===== config.mk =====
export PLATFORM = sky130hd
export DESIGN_NAME = mdec_top
export DESIGN_NICKNAME = d
export VERILOG_FILES = /design/src/rtl/mdec_pkg.sv /design/src/rtl/mdec_line_front.sv /design/src/rtl/mdec_run_timer.sv /design/src/rtl/mdec_valid_pulse.sv /design/src/rtl/mdec_top.sv
export SDC_FILE = /design/constraint.sdc
export NUM_CORES = 1
export LEC_CHECK = 0
export BUFFER_PORTS_ARGS = -buffer_cell sky130_fd_sc_hd__buf_2
export CORE_ASPECT_RATIO = 1.75
export CORE_MARGIN = 2
export CORE_UTILIZATION = 40
export DETAILED_ROUTE_END_ITERATION = 8
export SYNTH_ARGS = -nofsm -noshare
export SYNTH_HDL_FRONTEND = slang
export SYNTH_SLANG_ARGS = --single-unit

===== constraint.sdc =====
create_clock -name clk -period 4 [get_ports clk]
set_input_delay 0 -clock clk [delete_from_list [all_inputs] [get_ports clk]]
set_output_delay 0 -clock clk [all_outputs]
set_load 0.03 [all_outputs]

===== src/rtl/mdec_pkg.sv =====
package mdec_pkg;

    // Decoder controller states
    typedef enum logic [1:0] {
        ST_HUNT  = 2'd0,   // searching for the mid-sync transition
        ST_SYNC2 = 2'd1,   // second sync level must persist
        ST_DATA  = 2'd2    // sampling data and parity bits
    } mdec_state_e;

endpackage


===== src/rtl/mdec_line_front.sv =====
module mdec_line_front #(
    parameter int SYNC_STAGES = 2
) (
    input  logic clk,
    input  logic rst_n,
    input  logic unipolar_sel,
    input  logic pos_in,
    input  logic neg_in,
    input  logic uni_in,
    output logic level,
    output logic level_prev,
    output logic chg
);

    localparam int LANES = 3;

    logic [LANES-1:0] raw;
    logic [LANES-1:0] synced;
    logic             level_nxt;

    assign raw = {uni_in, neg_in, pos_in};

    // One synchronizer chain per raw input lane
    genvar g;
    generate
        for (g = 0; g < LANES; g++) begin : g_lane
            logic [SYNC_STAGES-1:0] chain;
            always_ff @(posedge clk or negedge rst_n) begin
                if (!rst_n) chain <= '0;
                else        chain <= {chain[SYNC_STAGES-2:0], raw[g]};
            end
            assign synced[g] = chain[SYNC_STAGES-1];
        end
    endgenerate

    // Source select; an ambiguous pair keeps the previous level
    always_comb begin
        level_nxt = level;
        if (unipolar_sel)                 level_nxt = synced[2];
        else if (synced[0] && !synced[1]) level_nxt = 1'b1;
        else if (!synced[0] && synced[1]) level_nxt = 1'b0;
    end

    always_ff @(posedge clk or negedge rst_n) begin
        if (!rst_n) begin
            level      <= 1'b0;
            level_prev <= 1'b0;
        end else begin
            level      <= level_nxt;
            level_prev <= level;
        end
    end

    assign chg = (level != level_prev);

    assert_pair_hold_R9: assert property (@(posedge clk) disable iff (!rst_n)
        (!unipolar_sel && (synced[0] == synced[1])) |=> $stable(level));

    assert_single_follow_R9: assert property (@(posedge clk) disable iff (!rst_n)
        unipolar_sel |=> (level == $past(synced[2])));

endmodule


===== src/rtl/mdec_run_timer.sv =====
module mdec_run_timer #(
    parameter  int RUN_MAX = 20,
    localparam int W       = $clog2(RUN_MAX + 1)
) (
    input  logic         clk,
    input  logic         rst_n,
    input  logic         clear,
    input  logic         chg,
    output logic [W-1:0] run
);

    localparam logic [W-1:0] TOP = W'(RUN_MAX);

    // Length of the level that ends at an edge; saturates so stale runs never qualify
    always_ff @(posedge clk or negedge rst_n) begin
        if (!rst_n)           run <= TOP;
        else if (clear)       run <= TOP;
        else if (chg)         run <= W'(1);
        else if (run != TOP)  run <= run + W'(1);
    end

    assert_run_range_R3: assert property (@(posedge clk) disable iff (!rst_n)
        (run != '0) && (run <= TOP));

endmodule


===== src/rtl/mdec_valid_pulse.sv =====
module mdec_valid_pulse #(
    parameter  int LEN = 12,
    localparam int W   = $clog2(LEN + 1)
) (
    input  logic clk,
    input  logic rst_n,
    input  logic clear,
    input  logic start,
    output logic valid
);

    logic [W-1:0] cnt;

    always_ff @(posedge clk or negedge rst_n) begin
        if (!rst_n)         cnt <= '0;
        else if (clear)     cnt <= '0;
        else if (start)     cnt <= W'(LEN);
        else if (cnt != '0) cnt <= cnt - W'(1);
    end

    assign valid = (cnt != '0);

    assert_start_raises_R7: assert property (@(posedge clk) disable iff (!rst_n)
        (start && !clear) |=> valid);

endmodule


===== src/rtl/mdec_top.sv =====
module mdec_top #(
    parameter int SPB         = 12,
    parameter int WORD_BITS   = 16,
    parameter int SYNC_TOL    = 1,
    parameter int SYNC_STAGES = 2
) (
    input  logic clk,
    input  logic rst_n,
    input  logic dec_reset,
    input  logic unipolar_sel,
    input  logic bip_pos_in,
    input  logic bip_neg_in,
    input  logic uni_in,
    output logic dec_sclk,
    output logic dec_sdata,
    output logic cmd_sync,
    output logic word_valid
);
    import mdec_pkg::*;

    localparam int HALF     = SPB / 2;
    localparam int SYNC_LEN = 3 * HALF;
    localparam int ACC_MIN  = SYNC_LEN - SYNC_TOL;
    localparam int ACC_MAX  = SYNC_LEN + SYNC_TOL;
    localparam int RUN_MAX  = ACC_MAX + 1;
    localparam int RUN_W    = $clog2(RUN_MAX + 1);
    localparam int PH_W     = $clog2(SYNC_LEN + 1);
    localparam int BPH_W    = $clog2(SPB);
    localparam int BIDX_W   = $clog2(WORD_BITS + 1);
    localparam int VLEN_W   = $clog2(SPB + 2);

    localparam logic [RUN_W-1:0]  RUN_LO   = RUN_W'(ACC_MIN);
    localparam logic [RUN_W-1:0]  RUN_HI   = RUN_W'(ACC_MAX);
    localparam logic [PH_W-1:0]   PH_MIN   = PH_W'(ACC_MIN);
    localparam logic [PH_W-1:0]   PH_LAST  = PH_W'(SYNC_LEN - 1);
    localparam logic [BPH_W-1:0]  BPH_S1   = BPH_W'(SPB / 4);
    localparam logic [BPH_W-1:0]  BPH_S2   = BPH_W'(SPB / 4 + HALF);
    localparam logic [BPH_W-1:0]  BPH_END  = BPH_W'(SPB - 1);
    localparam logic [BIDX_W-1:0] BIDX_PAR = BIDX_W'(WORD_BITS);

    logic               lvl, lvl_prev, chg;
    logic [RUN_W-1:0]   run;
    mdec_state_e        state, nxt;
    logic [PH_W-1:0]    ph;
    logic [BPH_W-1:0]   bph;
    logic [BIDX_W-1:0]  bidx;
    logic               h1;
    logic               par_acc;
    logic               first_hi;
    logic               vstart;

    mdec_line_front #(.SYNC_STAGES(SYNC_STAGES)) u_front (
        .clk          (clk),
        .rst_n        (rst_n),
        .unipolar_sel (unipolar_sel),
        .pos_in       (bip_pos_in),
        .neg_in       (bip_neg_in),
        .uni_in       (uni_in),
        .level        (lvl),
        .level_prev   (lvl_prev),
        .chg          (chg)
    );

    mdec_run_timer #(.RUN_MAX(RUN_MAX)) u_run (
        .clk   (clk),
        .rst_n (rst_n),
        .clear (dec_reset),
        .chg   (chg),
        .run   (run)
    );

    mdec_valid_pulse #(.LEN(SPB)) u_valid (
        .clk   (clk),
        .rst_n (rst_n),
        .clear (dec_reset),
        .start (vstart),
        .valid (word_valid)
    );

    // Next-state logic
    always_comb begin
        nxt = state;
        unique case (state)
            ST_HUNT: begin
                if (chg && (run >= RUN_LO) && (run <= RUN_HI)) nxt = ST_SYNC2;
            end
            ST_SYNC2: begin
                if (chg && (ph < PH_MIN))  nxt = ST_HUNT;
                else if (ph == PH_LAST)    nxt = ST_DATA;
            end
            ST_DATA: begin
                if ((bph == BPH_S2) && ((lvl == h1) || (bidx == BIDX_PAR))) nxt = ST_HUNT;
            end
            default: nxt = ST_HUNT;
        endcase
        if (dec_reset) nxt = ST_HUNT;
    end

    // State register
    always_ff @(posedge clk or negedge rst_n) begin
        if (!rst_n) state <= ST_HUNT;
        else        state <= nxt;
    end

    // Datapath and outputs
    always_ff @(posedge clk or negedge rst_n) begin
        if (!rst_n) begin
            ph        <= '0;
            bph       <= '0;
            bidx      <= '0;
            h1        <= 1'b0;
            par_acc   <= 1'b0;
            first_hi  <= 1'b0;
            cmd_sync  <= 1'b0;
            dec_sclk  <= 1'b0;
            dec_sdata <= 1'b0;
            vstart    <= 1'b0;
        end else begin
            dec_sclk <= 1'b0;
            vstart   <= 1'b0;
            unique case (state)
                ST_HUNT: begin
                    ph <= PH_W'(1);
                    if (nxt == ST_SYNC2) first_hi <= lvl_prev;
                end
                ST_SYNC2: begin
                    ph <= ph + PH_W'(1);
                    if (nxt == ST_DATA) begin
                        bph      <= '0;
                        bidx     <= '0;
                        par_acc  <= 1'b0;
                        cmd_sync <= first_hi;
                    end
                end
                ST_DATA: begin
                    bph <= (bph == BPH_END) ? '0 : bph + BPH_W'(1);
                    if (bph == BPH_S1) h1 <= lvl;
                    if ((bph == BPH_S2) && (lvl != h1)) begin
                        bidx <= bidx + BIDX_W'(1);
                        if (bidx != BIDX_PAR) begin
                            dec_sclk  <= !dec_reset;
                            dec_sdata <= h1;
                            par_acc   <= par_acc ^ h1;
                        end else begin
                            vstart <= (par_acc ^ h1) && !dec_reset;
                        end
                    end
                end
                default: ;
            endcase
        end
    end

    // Length of the current valid pulse, for checking only
    logic [VLEN_W-1:0] vlen;
    always_ff @(posedge clk or negedge rst_n) begin
        if (!rst_n)          vlen <= '0;
        else if (word_valid) vlen <= vlen + VLEN_W'(1);
        else                 vlen <= '0;
    end

    assert_sync_type_hold_R2: assert property (@(posedge clk) disable iff (!rst_n)
        !(($past(state) == ST_SYNC2) && (state == ST_DATA)) |-> $stable(cmd_sync));

    assert_early_edge_abort_R4: assert property (@(posedge clk) disable iff (!rst_n)
        ((state == ST_SYNC2) && chg && (ph < PH_MIN)) |=> (state == ST_HUNT));

    assert_sclk_in_data_R5: assert property (@(posedge clk) disable iff (!rst_n)
        dec_sclk |-> (state == ST_DATA));

    assert_bit_count_R5: assert property (@(posedge clk) disable iff (!rst_n)
        dec_sclk |-> (bidx <= BIDX_PAR));

    assert_valid_width_R7: assert property (@(posedge clk) disable iff (!rst_n)
        ($fell(word_valid) && !$past(dec_reset)) |-> (vlen == VLEN_W'(SPB)));

    assert_valid_bound_R7: assert property (@(posedge clk) disable iff (!rst_n)
        vlen <= VLEN_W'(SPB));

    assert_manchester_abort_R8: assert property (@(posedge clk) disable iff (!rst_n)
        ((state == ST_DATA) && (bph == BPH_S2) && (lvl == h1)) |=> ((state == ST_HUNT) && !dec_sclk));

    assert_decoder_reset_R10: assert property (@(posedge clk) disable iff (!rst_n)
        dec_reset |=> ((state == ST_HUNT) && !word_valid && !dec_sclk));

endmodule


Yosys cells after proc, flatten, opt, wreduce, memory -nomap -nowiden
Index checks and enable logic that the tools add are counted.

Word-level logic and storage cells: 102. Input port bits: 7. Register bits after elaboration: 40. Output and inout port bits: 4.

$lt $le $gt $ge: 3. Bitwise logic cells: 1. Eq/ne operators: 17. Muxes and demuxes: 32. Reduce and logical (&&, ||, !) cells: 26. Add/sub/neg operators: 5.

Operators with widths (count): $mux W5 (5); $mux W4 (5); $pmux W5 S2 (2); $add A5 B1 Y5 const B (3); $mux W1 (12); $eq A5 B5 Y1 const B (2); $mux W2 (5); $ne A5 B5 Y1 const B (2); $reduce_bool A3 Y1 (3); $eq A4 B4 Y1 const B (2); $logic_and A1 B1 Y1 (8); $pmux W4 S2 (1); $reduce_and A2 Y1 (4); $ne A2 B2 Y1 const B (3); $pmux W2 S3 (1); $reduce_and A3 Y1 (2); $ge A5 B5 Y1 const B (1); $le A5 B5 Y1 const B (1); $lt A5 B5 Y1 const B (1); $add A4 B1 Y4 const B (1); $eq A2 B1 Y1 const B (2); $eq A2 B2 Y1 const B (2); $eq A4 B2 Y1 const B (1); $reduce_and A4 Y1 (1); other kinds (10) (14).

Logic depth before layout (Yosys ltp)
Gate-level depths: netlist of the first run.

Depth in word-level cells: 9. Gate-level depth with buffers: 8. Mapped depth without buffers: 8.

Hierarchy
From an unflattened synthesis of the first run, not the netlist that was laid out.

Cell total of the unflattened synthesis: 197. Area, all modules: 2114.5 µm².

Modules (own cells, without submodules): mdec_top (instances 1, area each 1375.1 µm², seq. area each 575.6 µm², cells each 139); mdec_run_timer (instances 1, area each 282.8 µm², seq. area each 127.6 µm², cells each 24); mdec_line_front (instances 1, area each 235.2 µm², seq. area each 200.2 µm², cells each 12); mdec_valid_pulse (instances 1, area each 221.5 µm², seq. area each 100.1 µm², cells each 22).

Worst setup path after synthesis of the first run
Ideal clock, no wire load.

Path kind: register to register. Start point: register u_run.run[4]. End point: register first_hi. Data required time: 3875 ps. Arrival: 2007 ps. Buffers on the path: 0. Library setup time: 125 ps. Period minus slack after synthesis: 2132 ps. Stages on the path, launching flop included: 7. Path slack: 1868 ps. Cells stage by stage: dfstp_2 -> or3b_1 -> nor4_4 -> o22ai_1 -> or2_1 -> nor4_1 -> mux2_2.

Word-level cells in the longest chain between the ends: 8. Elaborated cells on any way between the ends: 9. Classes of those cells: order compare: 2; eq/ne: 1; mux: 3; reduce/logical: 3.

RTL lines: start: declaration (RTL line mdec_run_timer.sv:9) `output logic [W-1:0] run`; start signal: assignment (RTL line mdec_run_timer.sv:19) `else if (run != TOP) run <= run + W'(1);`; $ge A5 B5 Y1 (RTL line mdec_top.sv:85) `if (chg && (run >= RUN_LO) && (run <= RUN_HI)) nxt = ST_SYNC2;`; $logic_and A1 B1 Y1 (RTL line mdec_top.sv:85); $logic_and A1 B1 Y1 (*) (RTL line mdec_top.sv:85); $mux W2 (*) (RTL line mdec_top.sv:85); $pmux W2 S3 (*) (RTL line mdec_top.sv:83) `unique case (state)`; $mux W2 (*) (RTL line mdec_top.sv:96) `if (dec_reset) nxt = ST_HUNT;`; net nxt[1] (RTL line mdec_top.sv:43) `mdec_state_e state, nxt;`; $eq A2 B1 Y1 (*) (RTL line mdec_top.sv:124) `if (nxt == ST_SYNC2) first_hi <= lvl_prev;`; $reduce_and A2 Y1 (no source line) (*); end signal: assignment (RTL line mdec_top.sv:124); end: declaration (RTL line mdec_top.sv:49) `logic first_hi;`.

Mark *: on every way through the listed nets, which the timed path passes. The rest lies on a longest branch. A chain may end at the register's enable or synchronous reset.

Worst setup path in the final report of the first run
Start point: register state[1]. End point: register par_acc.

Word-level cells in the longest chain between the ends: 7. Elaborated cells on any way between the ends: 16. Classes of those cells: eq/ne: 6; mux: 7; reduce/logical: 3.

RTL lines: start: declaration (RTL line mdec_top.sv:43); start signal: assignment (RTL line mdec_top.sv:102) `else state <= nxt;`; $mux W2 (RTL line mdec_top.sv:89) `else if (ph == PH_LAST) nxt = ST_DATA;`; $mux W2 (RTL line mdec_top.sv:88) `if (chg && (ph < PH_MIN)) nxt = ST_HUNT;`; $pmux W2 S3 (RTL line mdec_top.sv:83); $mux W2 (RTL line mdec_top.sv:96); $eq A2 B2 Y1 (RTL line mdec_top.sv:128) `if (nxt == ST_DATA) begin`; $ne A2 B2 Y1 (no source line); $reduce_and A4 Y1 (no source line); end signal: assignment (RTL line mdec_top.sv:143) `par_acc <= par_acc ^ h1;`; end: declaration (RTL line mdec_top.sv:48) `logic par_acc;`.

Parallel ways exist; a longest one is shown, timed or not.

==> results of run 1 <==
-- how the worst max path moves through the flow --
| stage | depth (start not counted) | slack (ps) | to |
|---|---|---|---|
| after CTS | 7 | 1360 | par_acc |
| after detailed placement | 7 | 1380 | bph[0] |
| after global placement | 7 | 1400 | par_acc |
| final | 7 | 1340 | par_acc |
| after global routing | 7 | 1080 | par_acc |
| after floorplan | 6 | 1870 | first_hi |
-- power by group through the flow --
stage | Clock [W] | Combinational [W] | Sequential [W]
2_1_floorplan | 0 | 0.000231 | 0.000508
3_3_place_gp | 0 | 0.000271 | 0.000535
3_5_place_dp | 0 | 0.000270 | 0.000534
4_1_cts | 0.000358 | 0.000276 | 0.000526
5_1_grt | 0.000373 | 0.000310 | 0.000536
6_report | 0.000346 | 0.000270 | 0.000526
-- flip-flops by register name (all words and copies together) (netlist names) --
| name | count |
|---|---|
| bidx | 5 |
| bph | 4 |
| cmd_sync | 1 |
| dec_sclk | 1 |
| dec_sdata | 1 |
| first_hi | 1 |
| h1 | 1 |
| par_acc | 1 |
| ph | 5 |
| state | 2 |
| u_front.g_lane.chain | 6 |
| u_front.level | 1 |
| u_front.level_prev | 1 |
| u_run.run | 5 |
| u_valid.cnt | 4 |
| vstart | 1 |
-- routing by layer --
layer	wire, um	global-route usage, %	vias to the layer above	part of all wire [%]
met5	0	0	-	0
met4	106	7.35	0	2.5
met3	85	2.63	8	2.0
met2	2420	30.9	16	56
met1	1700	17.7	790	39
li1	-	-	806	-
-- synth_stat cells, types with 4 or more instances --
| master | n |
|---|---|
| nand2_1 | 15 |
| nor3_1 | 8 |
| clkbuf_1 | 4 |
| xnor2_1 | 6 |
| o21ai_0 | 11 |
| ha_1 | 15 |
| nor2_1 | 10 |
| inv_1 | 20 |
| nand3_1 | 13 |
| a21oi_1 | 12 |
| xor2_1 | 4 |
| dfrtp_1 | 38 |
-- worst max-delay path: cells and delay by family, from the launching register on --
| family | cells | cell delay, ps |
|---|---|---|
| AO/OA/AOI/OAI | 5 | 1380 |
| flip-flops | 1 | 440 |
| adder cells (fa/ha/maj) | 1 | 580 |
| buffers and inverters | 1 | 140 |
-- stage by stage --
step | instance area [um2] | std cells | setup WS [ps] | util, %
after floorplan | 2220 | 217 | 1870 | -
after global placement | 2310 | 294 | 1400 | 43.7
after detailed placement | 2310 | 294 | 1380 | 43.7
after CTS | 2480 | 307 | 1360 | 46.8
after global routing | 2480 | 307 | 1080 | 46.8
final | 2480 | 307 | 1340 | 46.8
-- cells by family after synthesis --
group,after synthesis,share of synthesized area [%]
multiplexers,4,1.92
buffers and inverters,27,5.53
XOR/XNOR,11,4.68
AND/OR/NAND/NOR,67,16.9
flip-flops,40,45.2
AO/OA/AOI/OAI,52,16.9
adder cells (fa/ha/maj),16,8.91
-- final cells by class --
class / count / area [um2] / area share (%)
well taps: 74 / 92.6 / 3.74
repair buffers: 15 / 100 / 4.04
clock buffers: 5 / 68.8 / 2.78
multi-input cells: 150 / 1090 / 44.1
inverters: 20 / 75.1 / 3.03
flip-flops and latches: 40 / 1000 / 40.5
clock inverters: 3 / 46.3 / 1.87
==> impl_metrics.csv, run 1 <==
group,metric,value,unit
run_status,outcome,"finished, final reports clean",
worst_hold_path,hold_path_end,"u_run.run[0]",
pwr,seq_power_share,46.0,%
sta,max_freq,375,MHz
floorplanning,die_w,60.3,um
critical_path,startpoint,"state[1]",
cts,cts_max_level,2,
critical_path,crit_chain,"inv_1, ha_1, o21ai_1, o22ai_1, o32ai_4, a21o_1, a221o_1",
logic_synthesis,synth-async-reset-ratio,100,%
global_routing,grt_overflow,0,
global_routing,grt_pass1_wl,7.57,mm
cts,cts_buffer_depth,2,
pwr,power.share.clock,30.3,%
global_routing,antenna_found_initial,0,
cts,hold_buffers,5,
worst_hold_path,min_path_cells,2,
cts,cts_tree,"built",
finish,n_antenna_cell,0,
pwr,switchingPower,0.000374,W
critical_path,path_max_fanout,19,
pwr,power_frac_comb,23.7,%
drt,drc,0,
logic_synthesis,yosys.area.top_type_share,42.9,%
floorplanning,io_pins,11,
sta,hold_violations,0,
critical_path,r2r_slack,1340,ps
sta,timing.hold.ws,18.2,ps
worst_hold_path,worst_hold_path_type,"in2reg",
logic_synthesis,synth-seq-cells,40,
place,post-dp-hpwl,3.12,mm
finish,nets,254,
pwr,leakage,1.04,nW
drt,firstDrtPassIters,4,
finish,syn_to_final_growth,11.7,%
logic_synthesis,avgSynthCellArea,10.2,um2
sta,rsz0062_at_grt,"no",
logic_synthesis,synth_edf_count,0,
critical_path,r2r_end,"par_acc",
cts,clk_latency,300,ps
cts,cts_resized,0,
place,gp_congestion,0.862,
global_routing,grt_pass1_vias,1630,
critical_path,cp.arrival,2850,ps
drt,vias,1620,
run,cap_violations,0,
drt,viasPerCell,5.28,
global_routing,grt_max_degree,41,
floorplanning,coreArea,5300,um2
floorplanning,die_area,6180,um2
cts,clk_pin_slew,90,ps
logic_synthesis,synth_nets,239,
logic_synthesis,seq_area_frac_synth,45.2,%
cts,cts_buffers,5,
critical_path,critical_path_required,4190,ps
sta,period_share,66.6,%
logic_synthesis,synth_area,2220,um2
sta,setup_tns,0,ps
critical_path,rr_worst_depth,7,
sta,period_needed,2660,ps
floorplanning,die_y,103,um
critical_path,worstSetupEndpointType,"flip-flop",
pwr,peakVddDrop,0.226,mV
logic_synthesis,syn-instance-count,217,
critical_path,cp_slowest_cell,"ha_1",
drt,drt_iter0_markers,44,
logic_synthesis,ys.warnings.count,0,
sta,finClkSkew,8.96,ps
critical_path,crit_path_start_kind,"flip-flop",
sta,slew_viol_final,0,
global_routing,grt_usage,16.6,%
floorplanning,placement_rows,35,
finish,drive_gt1_share,14.2,%
sta,worst_pin_slew,883,ps
worst_hold_path,hold_start,"dec_reset",
critical_path,r2r_start,"state[1]",
logic_synthesis,yosys-top-cells-area,"dfrtp_1 (43%), ha_1 (8.5%), inv_1 (3.4%)",
critical_path,slowest_delay,580,ps
logic_synthesis,synth_area_leader_cell,"dfrtp_1",
cts,cts_root_buffer,"clkbuf_8",
finish,mostFrequentLayoutCells,"dfrtp_1 (38), inv_1 (20), nand2_1 (15), ha_1 (15), nand3_1 (13)",
cts,clock_sinks,40,
place,port_buffers,10,
logic_synthesis,synth.distinct_cells,57,
drt,ant_nets,0,
drt,routedWlPerCell,14.1,um
finish,final_common_cell,"dfrtp_1",
floorplanning,start_util,41.9,%
pwr,p_int,0.000769,W
pwr,power.density,461,nW/um2
drt,routed_wl,4.32,mm
sta,setup_viol,0,
cts,post-cts-setup-buffers,0,
sta,slew_headroom,41.1,%
pwr,swShare,32.7,%
logic_synthesis,synth_flop_cell,"dfrtp_1",
pwr,finalPower,0.00114,W
finish,nFillCells,523,
critical_path,crit_type,"reg2reg",
Note: power is estimated with default switching activity, not from simulation.
==> run 2: changes to the inputs <==
Clock period 4 ns to 2.5 ns, I/O delays scaled along.
==> run 2 against run 1 <==
Effect of this change: core utilization up 0.40 points; clock skew down 2.1 ps; final cell count up 0.65%; combinational power up 60%; global-route usage down 1.2 points; critical path depth unchanged; register-to-register slack worse by 1200 ps; sequential power up 59%; largest power group unchanged.
==> impl_metrics.csv, run 2 (synthesis results as in run 1) <==
group,metric,value,unit
run_status,outcome,"finished, final reports clean",
cts,cts_root_buffer,"clkbuf_8",
finish,nets,256,
global_routing,grt_pass1_vias,1644,
drt,viasPerCell,5.25,
global_routing,antenna_found_initial,0,
global_routing,grt_max_degree,41,
cts,cts_max_level,2,
critical_path,crit_path_start_kind,"flip-flop",
floorplanning,io_pins,11,
sta,period_share,93.2,%
cts,cts_buffer_depth,2,
worst_hold_path,hold_start,"dec_reset",
sta,finClkSkew,6.81,ps
finish,regMostFlops,"u_front.g_lane.chain",
cts,clk_pin_slew,80,ps
drt,drc,0,
finish,n_antenna_cell,0,
finish,drive_gt1_share,14.9,%
cts,clock_sinks,40,
drt,routedWlPerCell,13.4,um
sta,rsz0062_at_grt,"no",
drt,routed_wl,4.15,mm
drt,firstDrtPassIters,4,
global_routing,grt_pass1_wl,7.18,mm
cts,clk_latency,300,ps
floorplanning,placement_rows,35,
global_routing,grt_usage,15.5,%
finish,syn_to_final_growth,12.7,%
pwr,power.density,733,nW/um2
finish,fin_cells,309,
critical_path,worstSetupEndpointType,"flip-flop",
cts,cts_resized,0,
sta,period_needed,2330,ps
critical_path,crit_type,"reg2reg",
cts,cts_buffers,5,
finish,mostFrequentLayoutCells,"dfrtp_1 (38), inv_1 (20), nand2_1 (15), ha_1 (15), nand3_1 (13)",
critical_path,path_max_fanout,7,
drt,ant_nets,0,
sta,setup_viol,0,
sta,hold_violations,0,
sta,slew_headroom,40.8,%
floorplanning,die_area,6180,um2
sta,slew_viol_final,0,
critical_path,startpoint,"u_run.run[0]",
finish,nFillCells,504,
sta,worst_pin_slew,889,ps
sta,max_freq,429,MHz
floorplanning,coreArea,5300,um2
sta,setup_tns,0,ps
place,post-dp-hpwl,3.00,mm
finish,largest_reg_flops,6,
floorplanning,start_util,41.9,%
pwr,leakage,1.06,nW
finish,final_common_cell,"dfrtp_1",
global_routing,grt_overflow,0,
worst_hold_path,worst_hold_path_type,"in2reg",
drt,vias,1623,
place,numPlacedInstances,296,
critical_path,cp.arrival,2520,ps
critical_path,r2r_start,"u_run.run[0]",
floorplanning,die_w,60.3,um
critical_path,critical_path_required,2690,ps
floorplanning,die_y,103,um
place,port_buffers,10,
run,cap_violations,0,
drt,drt_iter0_markers,18,
cts,cts_tree,"built",
place,gp_congestion,0.813,
pwr,peakVddDrop,0.328,mV
[run 2: cell types whose count changed in the layout (fill, tap and decap cells not counted), sizes merged]
cell,before,now
clkinv,0,1
clkinvlp,1,0
buf,10,12
inv,21,20
clkbuf,5,6
[run 2: critical path, stage by stage, from the launching register on]
cell	delay (ps)
dfrtp_1	460
ha_1	230
and3b_1	220
nor4_4	260
o22ai_1	190
or2_1	260
nor4_1	230
mux2_2	370
[run 2: stage by stage]
stage	hold WS [ps]	worst slack, ps	total power, W	utilization, %	cell area (um2)
4_1_cts	35.6	148	0.00186	47.2	2500
3_5_place_dp	109	161	0.00128	43.9	2330
3_3_place_gp	108	232	0.00128	43.9	2330
2_1_floorplan	-296	368	0.00118	-	2220
6_report	32.1	170	0.00183	47.2	2500
5_1_grt	47.3	25.7	0.00195	47.2	2500
[run 2: final cells by class]
type	count	area [um2]	area share (%)
sequential	40	1000	40.1
tap	74	92.6	3.70
clock inverter	2	38.8	1.55
multi-input combinational	150	1090	43.7
timing repair buffer	17	115	4.60
clock buffer	6	82.6	3.30
inverter	20	75.1	3.00
[run 2: per-layer routing]
metal	vias to the layer above	wire length (um)	global-route usage, %
met1	789	1620	16.3
met5	-	0	0
met3	8	86	2.63
li1	808	-	-
met4	0	109	7.35
met2	18	2330	28.6
[run 2: power breakdown]
part / switching, W / total [W] / internal [W]
clock network: 0.000235 / 0.000561 / 0.000326
registers: 0.0000987 / 0.000838 / 0.000740
logic: 0.000241 / 0.000432 / 0.000191
[run 2: worst paths after layout]
check	end	slack (ps)	cells after the start
setup reg to reg	first_hi	170	7
setup / recovery	first_hi	170	7
hold / removal	u_valid.cnt[3]	30	2
min in group asynchronous	u_front.g_lane[2].chain[0]	360	2
hold reg to reg	u_front.g_lane[2].chain[1]	350	0
max in group asynchronous	cmd_sync	1580	2
[run 2: what timing repair did]
item                      in CTS  in global routing
buffers inserted               0                  0
hold buffers                   5                  0
hold endpoints to repair      42                  0
==> run 3: changes to the inputs <==
Settings changed: CORE_ASPECT_RATIO 1.75 to not set.
==> run 3 against run 2 <==
Effect of this change: worst setup slack worse by 24 ps; sequential share of layout area stayed put; final area unchanged; via count rose by 1.9%; largest power group unchanged.
==> impl_metrics.csv, run 3 (synthesis results as in run 1) <==
group,metric,value,unit
drt,routed_wl,4.21,mm
run,cap_violations,0,
pwr,peakVddDrop,0.344,mV
critical_path,cp_top_family,"simple AND/OR/NAND/NOR gates",
finish,final_common_cell,"dfrtp_1",
cts,cts_tree,"built",
critical_path,r2r_start,"u_run.run[0]",
finish,n_antenna_cell,0,
global_routing,grt_max_degree,41,
place,port_buffers,10,
sta,rsz0062_at_grt,"no",
global_routing,antenna_found_initial,0,
drt,drc,0,
floorplanning,die_y,78.5,um
drt,ant_nets,0,
global_routing,grt_pass1_wl,7.32,mm
place,post-dp-hpwl,2.99,mm
floorplanning,placement_rows,27,
pwr,power.density,734,nW/um2
cts,post-cts-setup-buffers,0,
critical_path,path_max_fanout,7,
sta,slew_viol_final,0,
floorplanning,io_pins,11,
sta,period_needed,2350,ps
pwr,leakage,1.06,nW
sta,setup_tns,0,ps
floorplanning,coreArea,5440,um2
global_routing,grt_usage,15.1,%
worst_hold_path,hold_start,"dec_reset",
worst_hold_path,worst_hold_path_type,"in2reg",
run_status,outcome,"finished, final reports clean",
critical_path,startpoint,"u_run.run[0]",
critical_path,worstSetupEndpointType,"flip-flop",
finish,mostFrequentLayoutCells,"dfrtp_1 (38), inv_1 (20), nand2_1 (15), ha_1 (15), nand3_1 (13)",
critical_path,crit_type,"reg2reg",
critical_path,cp.arrival,2540,ps
sta,max_freq,425,MHz
sta,period_share,94.1,%
cts,cts_buffers,5,
drt,firstDrtPassIters,4,
sta,hold_violations,0,
sta,finClkSkew,5.09,ps
critical_path,crit_chain,"ha_1, and3b_1, nor4_4, o22ai_1, or2_1, nor4_1, mux2_2",
critical_path,critical_path_required,2690,ps
global_routing,grt_overflow,0,
cts,cts_root_buffer,"clkbuf_8",
critical_path,critPathBufInv,0,
place,gp_congestion,0.787,
cts,clk_latency,300,ps
finish,nFillCells,518,
cts,clk_pin_slew,90,ps
drt,vias,1654,
critical_path,r2r_slack,150,ps
sta,setup_viol,0,
critical_path,slowest_delay,480,ps
cts,cts_max_level,2,
finish,final_util,46.0,%
finish,syn_to_final_growth,12.7,%
finish,largest_reg_flops,6,
drt,drt_iter0_markers,83,
global_routing,grt_pass1_vias,1621,
floorplanning,start_util,40.8,%
sta,worst_pin_slew,874,ps
finish,drive_gt1_share,15.3,%
drt,viasPerCell,5.37,
sta,slew_headroom,41.7,%
critical_path,crit_path_start_kind,"flip-flop",
critical_path,cp_slowest_cell,"dfrtp_1",
cts,cts_buffer_depth,2,
drt,routedWlPerCell,13.7,um
floorplanning,die_w,78.5,um
finish,regMostFlops,"u_front.g_lane.chain",
finish,nets,257,
cts,clock_sinks,40,
floorplanning,die_area,6160,um2
run 3: changes by cell type in the layout (fill, tap and decap cells not counted):
cell,change
clkbuf_8,-1
clkinv_4,+1
buf_4,+1
run 3: through the flow:
stage                     hold slack [ps]  std cells  cell area [um2]  power, W  setup WS, ps
after floorplan                      -296        217             2220   0.00118           368
after global placement                110        295             2330   0.00128           228
after detailed placement              109        295             2330   0.00129           134
after CTS                            23.0        308             2500   0.00186           123
after global routing                 32.4        308             2500   0.00197          11.7
final                                15.3        308             2500   0.00184           147
run 3: final timing paths:
| check | endpoint | cells past startpoint |
|---|---|---|
| worst max-delay path | first_hi | 7 |
| worst min-delay path | u_run.run[0] | 2 |
| worst max register to register | first_hi | 7 |
| worst min register to register | u_front.g_lane[2].chain[1] | 0 |
| max in group asynchronous | u_valid.cnt[2] | 2 |
| min in group asynchronous | ph[3] | 2 |
run 3: power breakdown:
group          leakage (nW)  total, W  internal [W]  switching [W]
registers             0.517  0.000840      0.000739       0.000101
clock network        0.0583  0.000551      0.000301       0.000250
logic                 0.483  0.000445      0.000193       0.000252
run 3: layer usage:
layer / wire, um / share of wire [%] / vias up / track usage (%)
met3: 105 / 2.5 / 5 / 3.56
met5: 0 / 0 / - / 0
met4: 68 / 1.6 / 0 / 5.79
met1: 1960 / 46 / 813 / 18.6
met2: 2080 / 49 / 21 / 25.6
li1: - / - / 815 / -
run 3: repair_timing:
action                                 4_1_cts  5_1_grt
resized for setup                            0        0
hold buffers                                 5        0
endpoints found under the hold margin       42        0
run 3: layout make-up:
| type | instances | area [um2] | area share (%) |
|---|---|---|---|
| clock buffers | 5 | 68.8 | 2.75 |
| clock inverters | 3 | 47.5 | 1.90 |
| inverters | 20 | 75.1 | 3.00 |
| multi-input cells | 150 | 1090 | 43.7 |
| flip-flops and latches | 40 | 1000 | 40.1 |
| well taps | 72 | 90.1 | 3.60 |
| repair buffers | 18 | 123 | 4.90 |
